`src/rtl/tx_pkg.sv`:
```
package tx_pkg;

    localparam int INSTR_W  = 8;
    localparam int IDX_W    = 1;
    localparam int NUM_REGS = 1 << IDX_W;
    localparam int IMM_W    = 3;
    localparam int RR_OP_W  = 4;
    localparam int IM_OP_W  = 2;

    // Layout selector carried in the top bit of the word
    typedef enum logic {
        FMT_REG = 1'b0,
        FMT_IMM = 1'b1
    } fmt_e;

    // Internal operation after decoding
    typedef enum logic [1:0] {
        OP_ADD  = 2'd0,
        OP_AND  = 2'd1,
        OP_ADDI = 2'd2,
        OP_ILL  = 2'd3
    } op_e;

    localparam logic [RR_OP_W-1:0] RR_ADD  = 4'b0000;
    localparam logic [RR_OP_W-1:0] RR_AND  = 4'b0001;
    localparam logic [IM_OP_W-1:0] IM_ADDI = 2'b00;

    typedef struct packed {
        op_e              op;
        logic [IDX_W-1:0] rd;
        logic [IDX_W-1:0] rs1;
        logic [IDX_W-1:0] rs2;
        logic [IMM_W-1:0] imm;
    } dec_t;

    function automatic op_e map_reg_op(input logic [RR_OP_W-1:0] code);
        op_e res;
        case (code)
            RR_ADD:  res = OP_ADD;
            RR_AND:  res = OP_AND;
            default: res = OP_ILL;
        endcase
        return res;
    endfunction

    function automatic op_e map_imm_op(input logic [IM_OP_W-1:0] code);
        return (code == IM_ADDI) ? OP_ADDI : OP_ILL;
    endfunction

    function automatic dec_t split_word(input logic [INSTR_W-1:0] w);
        dec_t d;
        if (fmt_e'(w[7]) == FMT_REG) begin
            d.op  = map_reg_op(w[6:3]);
            d.rd  = w[2];
            d.rs1 = w[1];
            d.rs2 = w[0];
            d.imm = '0;
        end else begin
            d.op  = map_imm_op(w[6:5]);
            d.rd  = w[4];
            d.rs1 = w[3];
            d.rs2 = '0;
            d.imm = w[2:0];
        end
        return d;
    endfunction

endpackage

```
`src/rtl/tx_decode.sv`:
```
module tx_decode
    import tx_pkg::*;
(
    input  logic [INSTR_W-1:0] word_i,
    output dec_t               dec_o
);

    always_comb begin
        dec_o = split_word(word_i);
    end

endmodule

```
`src/rtl/tx_alu.sv`:
```
module tx_alu
    import tx_pkg::*;
#(
    parameter int DATA_W = 16
) (
    input  op_e               op_i,
    input  logic [DATA_W-1:0] a_i,
    input  logic [DATA_W-1:0] b_i,
    input  logic [IMM_W-1:0]  imm_i,
    output logic [DATA_W-1:0] res_o
);

    localparam int PAD_W = DATA_W - IMM_W;

    logic [DATA_W-1:0] imm_ext;

    // The constant is always widened with zeros, never with its top bit
    assign imm_ext = {{PAD_W{1'b0}}, imm_i};

    always_comb begin
        case (op_i)
            OP_ADD:  res_o = a_i + b_i;
            OP_AND:  res_o = a_i & b_i;
            OP_ADDI: res_o = a_i + imm_ext;
            default: res_o = a_i;
        endcase
    end

endmodule

```
`src/rtl/tx_regfile.sv`:
```
module tx_regfile
    import tx_pkg::*;
#(
    parameter int DATA_W = 16
) (
    input  logic                              clk,
    input  logic                              rst,
    input  logic                              we_i,
    input  logic [IDX_W-1:0]                  wa_i,
    input  logic [DATA_W-1:0]                 wd_i,
    input  logic [IDX_W-1:0]                  ra1_i,
    input  logic [IDX_W-1:0]                  ra2_i,
    output logic [DATA_W-1:0]                 rd1_o,
    output logic [DATA_W-1:0]                 rd2_o,
    output logic [NUM_REGS-1:0][DATA_W-1:0]   q_o
);

    for (genvar g = 0; g < NUM_REGS; g++) begin : g_reg
        always_ff @(posedge clk) begin
            if (rst) begin
                q_o[g] <= '0;
            end else if (we_i && (wa_i == IDX_W'(g))) begin
                q_o[g] <= wd_i;
            end
        end
    end

    // Reads return the value held before this cycle's write
    assign rd1_o = q_o[ra1_i];
    assign rd2_o = q_o[ra2_i];

endmodule

```
`src/rtl/tx_exec.sv`:
```
module tx_exec
    import tx_pkg::*;
#(
    parameter int DATA_W = 16
) (
    input  logic               clk,
    input  logic               rst,
    input  logic               valid_i,
    input  logic [7:0]         instr_i,
    output logic [DATA_W-1:0]  reg0_o,
    output logic [DATA_W-1:0]  reg1_o,
    output logic               illegal_o
);

    dec_t                            dec;
    logic [DATA_W-1:0]               src_a;
    logic [DATA_W-1:0]               src_b;
    logic [DATA_W-1:0]               result;
    logic                            wr_en;
    logic [NUM_REGS-1:0][DATA_W-1:0] regs;

    tx_decode u_dec (
        .word_i (instr_i),
        .dec_o  (dec)
    );

    tx_regfile #(.DATA_W(DATA_W)) u_rf (
        .clk   (clk),
        .rst   (rst),
        .we_i  (wr_en),
        .wa_i  (dec.rd),
        .wd_i  (result),
        .ra1_i (dec.rs1),
        .ra2_i (dec.rs2),
        .rd1_o (src_a),
        .rd2_o (src_b),
        .q_o   (regs)
    );

    tx_alu #(.DATA_W(DATA_W)) u_alu (
        .op_i  (dec.op),
        .a_i   (src_a),
        .b_i   (src_b),
        .imm_i (dec.imm),
        .res_o (result)
    );

    assign wr_en     = valid_i && (dec.op != OP_ILL);
    assign illegal_o = valid_i && (dec.op == OP_ILL);
    assign reg0_o    = regs[0];
    assign reg1_o    = regs[1];

endmodule

```
`config.mk`:
```
export PLATFORM = sky130hd
export DESIGN_NAME = tx_exec
export DESIGN_NICKNAME = d
export VERILOG_FILES = /design/src/rtl/tx_pkg.sv /design/src/rtl/tx_decode.sv /design/src/rtl/tx_alu.sv /design/src/rtl/tx_regfile.sv /design/src/rtl/tx_exec.sv
export SDC_FILE = /design/constraint.sdc
export NUM_CORES = 1
export LEC_CHECK = 0
export CORE_ASPECT_RATIO = 0.7
export CORE_MARGIN = 2
export CORE_UTILIZATION = 50
export CTS_BUF_LIST = sky130_fd_sc_hd__clkbuf_16
export CTS_CLUSTER_DIAMETER = 120
export CTS_CLUSTER_SIZE = 10
export DETAILED_ROUTE_END_ITERATION = 6
export PLACE_DENSITY = 0.83
export SYNTH_ARGS = -nofsm -noshare
export SYNTH_HDL_FRONTEND = slang
export SYNTH_SLANG_ARGS = --single-unit
```
`constraint.sdc`:
```
create_clock -name clk -period 3.4 [get_ports clk]
set_input_delay 0.85 -clock clk [delete_from_list [all_inputs] [get_ports clk]]
set_output_delay 0.85 -clock clk [all_outputs]
set_load 0.02 [all_outputs]
```
======== Yosys cells after proc, flatten, opt, wreduce, memory -nomap -nowiden ========
Index checks and enable logic that the tools add are counted.
storage, ports and cells
  word-level logic and storage cells ...... 28
  input port bits ......................... 11
  bits in registers ....................... 32
  output and inout bits ................... 33
operators by class
  mux-type cells .......................... 8
  add/sub/neg operators ................... 2
  $lt $le $gt $ge ......................... 2
  reduce and logical (&&, ||, !) cells .... 7
  bitwise logic cells ..................... 2
  equality and inequality tests ........... 5
operator list
  cell                                                                           count
  16-bit 2-to-1 mux                                                              4
  16-bit case mux with 3 select lines                                            1
  16-bit adder                                                                   1
  16-bit by 3-bit adder with 16-bit output                                       1
  16-bit bitwise AND                                                             1
  8-bit 2-to-1 mux                                                               1
  2-bit equality test (second input constant)                                    2
  4-bit by 1-bit equality test with 1-bit output (second input constant)         1
  1-bit logical AND                                                              4
  2-bit logical NOT                                                              2
  4-bit logical NOT                                                              1
  1-bit by 2-bit less-than comparator with 1-bit output (second input constant)  2
  2-bit case mux with 2 select lines                                             1
  2-bit by 1-bit equality test with 1-bit output (second input constant)         1
  2-bit != test (second input constant)                                          1
  1-bit 2-to-1 mux                                                               1
  1-bit NOT                                                                      1

======== Depth between registers and ports, before layout ========
Gate-level depths: netlist of run 1.
  depth in word-level cells ............... 7
  mapped depth ............................ 14
  depth with buffers taken out ............ 11

======== Modules after synthesis ========
From an unflattened synthesis of run 1, not the netlist that was laid out.
second synthesis, totals
  cells, all modules ...................... 345
  area, all modules ....................... 3110.5 sq um
modules (own cells, without submodules)
  module      cells each  area an instance (sq um)  instances
  tx_regfile  161         1864.3                    1
  tx_alu      171         1154.9                    1
  tx_decode   11          73.8                      1
  tx_exec     2           17.5                      1

======== Worst setup path before layout of run 1 ========
No wires, ideal clock.
  path kind ............................... input port to flip-flop
  start ................................... in instr_i[7]
  end ..................................... reg u_rf.q_o[12] (netlist bit)
  cell stages on the path ................. 13
  path slack .............................. -0.183 ns
  data arrival time ....................... 3.492 ns
  setup time .............................. 0.091 ns
  path buffers ............................ 2
  cells stage by stage .................... buf_6 mux2_4 clkbuf_1 nand2_1 nand2_1 ha_1 fa_1 a21o_1 a311oi_2 or2_4 o22ai_2 mux2_4 a311oi_1
on the way
  word-level cells in the longest chain between the ends .. 5
  elaborated cells on any way between the ends .. 16
  those cells by class .................... add/sub (2); eq/ne (3); mux (6); bitwise (2); reduce/logical (3)
ends and longest elaborated chain
  item                                                              line                                source
  start, declared                                                   tx_exec.sv:9                        input logic [7:0] instr_i,
  8-bit 2-to-1 mux *                                                tx_pkg.sv:52                        if (fmt_e'(w[7]) == FMT_REG) begin
  16-bit 2-to-1 mux, on equally long branches (2 in series)         tx_regfile.sv:29, tx_regfile.sv:30
  16-bit by 3-bit adder with 16-bit output (tied with other cells)  tx_alu.sv:24                        OP_ADDI: res_o = a_i + imm_ext;
  16-bit case mux with 3 select lines                               tx_alu.sv:21                        case (op_i)
  end signal, assigned by index                                     tx_regfile.sv:23                    q_o[g] <= wd_i;
  end, declared                                                     tx_regfile.sv:15                    output logic [NUM_REGS-1:0][DATA_W-1:0] q_o
Every way passes the cells marked *; elsewhere a longest branch is shown, timed or not. The select of a mux whose other input is x is not followed.
A chain may end at the register's enable or synchronous reset.

======== Final worst setup path of run 1 ========
  start ................................... in instr_i[7]
  end ..................................... reg u_rf.q_o[31] (netlist bit)
Same word-level chain as after synthesis.

==> results.ini, run 1 <==
[outcome]
status = finished with violations
violations = negative setup slack

[route]
via_per_inst = 6.16
wire_per_inst_microns = 18.7
vias = 3609
drtPass1Iterations = 5
drc = 0
initialDrtViolationCount = 318
drt_wl_total_microns = 11000
antenna_left = 0

[power]
p_leak_nw = 1.75
switching_share = 0.308
p_seq_frac = 0.350
cellPowerDensity_nw_per_um2 = 272
ir_worst_vdd_mv = 0.186
power_frac_comb = 0.286
switching_power_mw = 0.353
p_int_mw = 0.792
clkPwrFrac = 0.364
finalPower_mw = 1.15

[global_route]
grt_pass1_wl_microns = 16600
grt_max_degree = 35
grt_usage = 0.338
antenna_found_initial = 0
grt_pass1_vias = 3465
grt-ovfl-total = 0

[floorplanning]
start_util = 0.508
rows = 23
core_area_sq_um = 5640
die_x_microns = 94.5
die_h_microns = 67.3
io_pins = 44
die_area_sq_um = 6360

[logic_synthesis]
yosys_register_bits = 32
yosysTopAreaCellShare = 0.224
ys.flop_type = dfxtp_1
async_flop_share = 0
synth_area_leader_cell = dfxtp_1
synth_fp_nets = 435
synth_cells = 408
ys_warn_count = 0
synth.area.top_cells = dfxtp_1 22%, nand2_1 12%, nor2_1 6.7%
netlist_area_sq_um = 2870
seq_area_frac_synth = 0.224
synth.avg_cell_area_sq_um = 7.02
synth_edf_count = 0
yosysUniqueCellTypes = 62

[critical_path]
crit_arrival_ns = 3.56
r2r_slack_ns = 0.85
startpoint = instr_i[7]
crit_fanout = 5
required_ns = 3.55
r2r-start = u_rf.q_o[16]
cp-end-kind = register
reg2reg_depth = 10
critPathLaunchType = input pin
path_class = in -> reg
r2r_end = u_rf.q_o[12]

[finish]
largest_register = u_rf.q_o
final_util = 0.747
layout_common_cells = 89 x nand2_1, 79 x buf_4, 49 x nor2_1
area_growth_syn_to_layout_pct = 47.1
largest_reg_flops = 32
reg.largest.list = u_rf.q_o (32)
final_net_count = 540
antennaDiodeCount = 0
ff_latch_area_sq_um = 641
drive_above_1_share = 0.262
multi_input_area_sq_um = 2250
fillers = 431
layout_commonest_cell = nand2_1
layoutNonFillerInstCount = 586

[clock_network]
root_buffer = clkbuf_16
cts_made_buffers = 5
clk_latency_ns = 0.28
clkTransAtPathRegs_ns = 0.05
cts_tree = yes
cts_buffer_depth = 2
cts.sinks = 32
ctsHoldBuffers = 0
cts.htree.levels = 2

[sta]
relSlewSlack = 0.712
hold_viol = 0
skew_ns = 0.00273
period_minus_slack_ns = 3.41
tightest_slew_ns = 0.431
final.period_utilization = 1.00
layout_setup_ws_ns = -0.0137
fmax_ghz = 0.293
report.final.slew_viol_count = 0
grt_setup_unrepaired = yes
setup_violations = 2

[job]
drv_cap = 0

[placement]
io_buffers = 43
routabilityCongestion = 0.933
dp.cells = 575
hpwl_microns = 7280

[hold_path]
hold_class = reg -> reg
hold_path_depth = 2
hold_path_end = u_rf.q_o[9]
hold_path.startpoint = u_rf.q_o[9]

## worst max-delay path: stages
cell and delay [ns]:
clkdlybuf4s15_2 0.19, buf_6 0.15, mux2_4 0.34, buf_4 0.15, buf_4 0.13, nand2_1 0.07
nand2_1 0.06, ha_1 0.31, a21oi_1 0.26, and2b_1 0.21, a21oi_2 0.10, o21ai_0 0.23
buf_4 0.16, mux2i_1 0.24, a211oi_1 0.11
## power by group through the flow
stage	clock [mW]	combinational, mW	sequential, mW
after global routing	0.433	0.348	0.402
after detailed placement	0	0.291	0.408
after floorplan	0	0.150	0.417
final	0.417	0.327	0.401
after CTS	0.416	0.308	0.400
after global placement	0	0.281	0.407
## cells in the mapped netlist (2+ instances only)
cell type and count:
dfxtp_1 32, nor2_2 3, buf_6 2, nand2_1 91
mux2_4 2, nand2b_1 2, nand4_1 4, o21ai_0 12
nand3b_1 2, nor3_1 6, a31oi_1 5, nor2_1 51
a211oi_1 17, ha_1 15, o31ai_1 3, o21a_1 4
a311oi_1 3, buf_1 2, a21o_1 6, o21ai_1 3
or2_2 2, nand3_1 9, a31o_2 2, a31oi_4 2
a211o_1 4, a21oi_1 33, and3b_1 2, buf_2 14
or3_1 2, nor2b_1 4, clkbuf_1 11, and3_1 3
mux2i_1 6, o31a_1 4, xor2_1 4, o221ai_1 5
o22ai_1 10, and2_1 2
## stage by stage
step	setup TNS (ns)	hold slack [ns]	area (sq um)	setup WS, ns
floorplan	0	0.566	2880	0.0108
global placement	-9.15	0.505	3860	-0.514
detailed placement	-11.26	0.513	3860	-0.607
CTS	0	0.520	4120	0.000140
global route	-0.282	0.542	4210	-0.0516
finish	-0.0182	0.523	4210	-0.0137
## metal layers
metal | up-vias | GRT usage | wire length, microns
met4 | 0 | 0.132 | 422
li1 | 1682 | - | -
met5 | - | 0 | 0
met1 | 1674 | 0.427 | 4620
met3 | 44 | 0.0658 | 924
met2 | 209 | 0.576 | 5010
## what timing repair did
action,CTS,global route
setup endpoints to repair,25,16
resized for setup,33,16
pin swaps,12,11
setup buffers,5,1
## layout make-up
| cell class | instances | share of cell area |
|---|---|---|
| inverter | 1 | 0.000891 |
| tap | 75 | 0.0223 |
| timing repair buffer | 128 | 0.261 |
| clock buffer | 5 | 0.0297 |
| sequential | 32 | 0.152 |
| multi-input combinational | 345 | 0.534 |
## cell families (layout without fill, tap and decap cells)
kind of cell,count (synthesis),after routing,share of synthesized area
and+or+nand+nor,190,190,0.293
muxes,9,9,0.0362
xor gates and xnor gates,5,5,0.0153
DFF,32,32,0.224
buffers and inverters,31,134,0.0533
adders and majority gates,16,16,0.0725
AOI/OAI and AO/OA,125,125,0.307
## worst max path at each step
stage / end / slack (ns) / depth (start not counted)
finish: u_rf.q_o[31] / -0.01 / 15
detailed placement: u_rf.q_o[6] / -0.61 / 12
global placement: u_rf.q_o[29] / -0.51 / 15
floorplan: u_rf.q_o[12] / 0.01 / 13
CTS: u_rf.q_o[12] / 0.0001 / 12
global route: u_rf.q_o[30] / -0.05 / 14
(Power assumes the default switching activity.)
==> inputs of run 2 (changes only) <==
--- a/config.mk
+++ b/config.mk
@@ -6,7 +6,7 @@
 export NUM_CORES = 1
 export LEC_CHECK = 0
 export CORE_ASPECT_RATIO = 0.7
-export CORE_MARGIN = 2
+export CORE_MARGIN = 5
 export CORE_UTILIZATION = 50
 export CTS_BUF_LIST = sky130_fd_sc_hd__clkbuf_16
 export CTS_CLUSTER_DIAMETER = 120
==> results.ini, run 2 (synthesized netlist as in run 1, its figures left out) <==
[power]
switching_share = 0.303  ; was 0.308
ir_worst_vdd_mv = 0.244  ; was 0.186 mV
cellPowerDensity_nw_per_um2 = 279  ; was 272 nW/um^2
power_frac_comb = 0.265  ; was 0.286
switching_power_mw = 0.336  ; was 0.353 mW
p_seq_frac = 0.361  ; was 0.350
clkPwrFrac = 0.374  ; was 0.364
p_int_mw = 0.773  ; was 0.792 mW
p_leak_nw = 1.65  ; was 1.75 nW

[sta]
grt_setup_unrepaired = no  ; was yes
skew_ns = 0.00567  ; was 0.00273 ns
setup-tns-final_ns = 0  ; was -0.0182 ns
fmax_ghz = 0.305  ; was 0.293 GHz
final.period_utilization = 0.963  ; was 1.00
period_minus_slack_ns = 3.27  ; was 3.41 ns
hold_viol = 0  ; unchanged
relSlewSlack = 0.627  ; was 0.712
tightest_slew_ns = 0.557  ; was 0.431 ns
setup_violations = 0  ; was 2
report.final.slew_viol_count = 0  ; unchanged
hold_slack_ns = 0.536  ; was 0.523 ns

[floorplanning]
die_area_sq_um = 7370  ; was 6360 sq um
rows = 23  ; unchanged
start_util = 0.508  ; unchanged
die_x_microns = 100  ; was 94.5 microns
die_h_microns = 73.3  ; was 67.3 microns
core_area_sq_um = 5640  ; unchanged
io_pins = 44  ; unchanged

[critical_path]
max_stage_delay_ns = 0.35  ; was 0.34 ns
crit_arrival_ns = 3.44  ; was 3.56 ns
crit_fanout = 6  ; was 5
critPathSlowestCell = ha_1  ; was mux2_4
cp_top_family = compound AO/OA/AOI/OAI gates  ; was buffers and inverters
path_class = in -> reg  ; unchanged
crit_top_cell = nand2_1  ; was buf_4
critPathLaunchType = input pin  ; unchanged
required_ns = 3.56  ; was 3.55 ns
cp-end-kind = register  ; unchanged
startpoint = instr_i[1]  ; was instr_i[7]
r2r-start = u_rf.q_o[16]  ; unchanged
cp_cell_sequence = dlygate4sd2_1 > mux2_4 > buf_4 > nand2_1 > nand2_1 > ha_1 > a21o_1 > a31o_2 > a31oi_1 > o31ai_4 > mux2i_1 > o31a_1  ; was clkdlybuf4s15_2 > buf_6 > mux2_4 > buf_4 > buf_4 > nand2_1 > nand2_1 > ha_1 > a21oi_1 > and2b_1 > a21oi_2 > o21ai_0 > buf_4 > mux2i_1 > a211oi_1
crit_buf_inv = 2  ; was 5

[clock_network]
clk_latency_ns = 0.28  ; about the same
cts_tree = yes  ; unchanged
clkTransAtPathRegs_ns = 0.05  ; about the same
cts.htree.levels = 2  ; unchanged
cts_made_buffers = 5  ; unchanged
cts.sinks = 32  ; unchanged
cts_buffer_depth = 2  ; unchanged
root_buffer = clkbuf_16  ; unchanged

[finish]
fillers = 453  ; was 431
reg.largest.list = u_rf.q_o (32)  ; unchanged
largest_reg_flops = 32  ; unchanged
largest_register = u_rf.q_o  ; unchanged
antennaDiodeCount = 0  ; unchanged
layout_commonest_cell = nand2_1  ; unchanged
ff_latch_area_sq_um = 641  ; unchanged
layoutNonFillerInstCount = 567  ; was 586
drive_above_1_share = 0.220  ; was 0.262
layout_common_cells = 90 x nand2_1, 61 x buf_4, 48 x nor2_1  ; was 89 x nand2_1, 79 x buf_4, 49 x nor2_1
area_growth_syn_to_layout_pct = 38.8  ; was 47.1%
final_net_count = 521  ; was 540
final_util = 0.705  ; was 0.747
multi_input_area_sq_um = 2170  ; was 2250 sq um

[route]
drc = 0  ; unchanged
initialDrtViolationCount = 273  ; was 318
drtPass1Iterations = 5  ; unchanged
antenna_left = 0  ; unchanged
vias = 3499  ; was 3609
wire_per_inst_microns = 17.8  ; was 18.7 microns
via_per_inst = 6.17  ; was 6.16
drt_wl_total_microns = 10100  ; was 11000 microns

[outcome]
status = finished clean  ; was finished with violations

[global_route]
antenna_found_initial = 0  ; unchanged
grt_pass1_vias = 3391  ; was 3465
grt_max_degree = 35  ; unchanged
grt_usage = 0.285  ; was 0.338
grt_pass1_wl_microns = 16500  ; was 16600 microns
grt-ovfl-total = 0  ; unchanged

[hold_path]
hold_path.startpoint = u_rf.q_o[25]  ; was u_rf.q_o[9]
hold_class = reg -> reg  ; unchanged

[placement]
routabilityCongestion = 0.934  ; was 0.933
hpwl_microns = 7100  ; was 7280 microns
dp.cells = 560  ; was 575
io_buffers = 43  ; unchanged

[job]
drv_cap = 0  ; unchanged

-- run 2: cell count changes in the layout (fill, tap and decap cells not counted), sizes merged --
cell	delta
clkdlybuf4s15	-2
buf	-18
clkbuf	+1
-- run 2: path summary, 6_finish.rpt --
| kind | to | slack (ns) | depth (start not counted) |
|---|---|---|---|
| worst min-delay path | u_rf.q_o[25] | 0.54 | 2 |
| worst min register to register | u_rf.q_o[25] | 0.54 | 2 |
| worst max-delay path | u_rf.q_o[14] | 0.13 | 12 |
| worst max register to register | u_rf.q_o[12] | 0.81 | 10 |
-- run 2: power groups by stage --
stage / registers [mW] / logic [mW] / clock network, mW
after floorplan: 0.417 / 0.150 / 0
after global placement: 0.407 / 0.272 / 0
after detailed placement: 0.408 / 0.279 / 0
after CTS: 0.400 / 0.288 / 0.419
after global routing: 0.402 / 0.315 / 0.429
final: 0.401 / 0.294 / 0.415
-- run 2: through the flow --
stage / total power, mW / area, sq um / setup WS [ns]
after CTS: 1.11 / 3970 / 0.00472
after global routing: 1.15 / 3980 / 0.0232
after floorplan: 0.567 / 2880 / 0.0108
final: 1.11 / 3980 / 0.126
after detailed placement: 0.687 / 3750 / -0.600
after global placement: 0.678 / 3750 / -0.465
-- run 2: area by class of cell --
class,instances,area share
well taps,75,0.0236
flip-flops and latches,32,0.161
inverters,1,0.000944
multi-input cells,345,0.546
repair buffers,109,0.237
clock buffers,5,0.0315
-- run 2: repair_timing --
item	4_1_cts	5_1_grt
cloned	0	0
pin swaps	11	9
setup endpoints to repair	23	15
setup buffers	2	0
hold buffers	0	0
resized for setup	30	7
-- run 2: routing by layer --
metal	track usage	routed length, microns	share of wire	up-vias
li1	-	-	-	1640
met1	0.374	4270	0.42	1651
met2	0.476	4730	0.47	180
met3	0.0436	870	0.086	28
met4	0.108	241	0.024	0
met5	0	0	0	-
-- run 2: worst min-delay path, stage by stage, from the launching register on --
cell,delay [ns]
dfxtp_1,0.35
nand2_1,0.07
a21oi_1,0.06
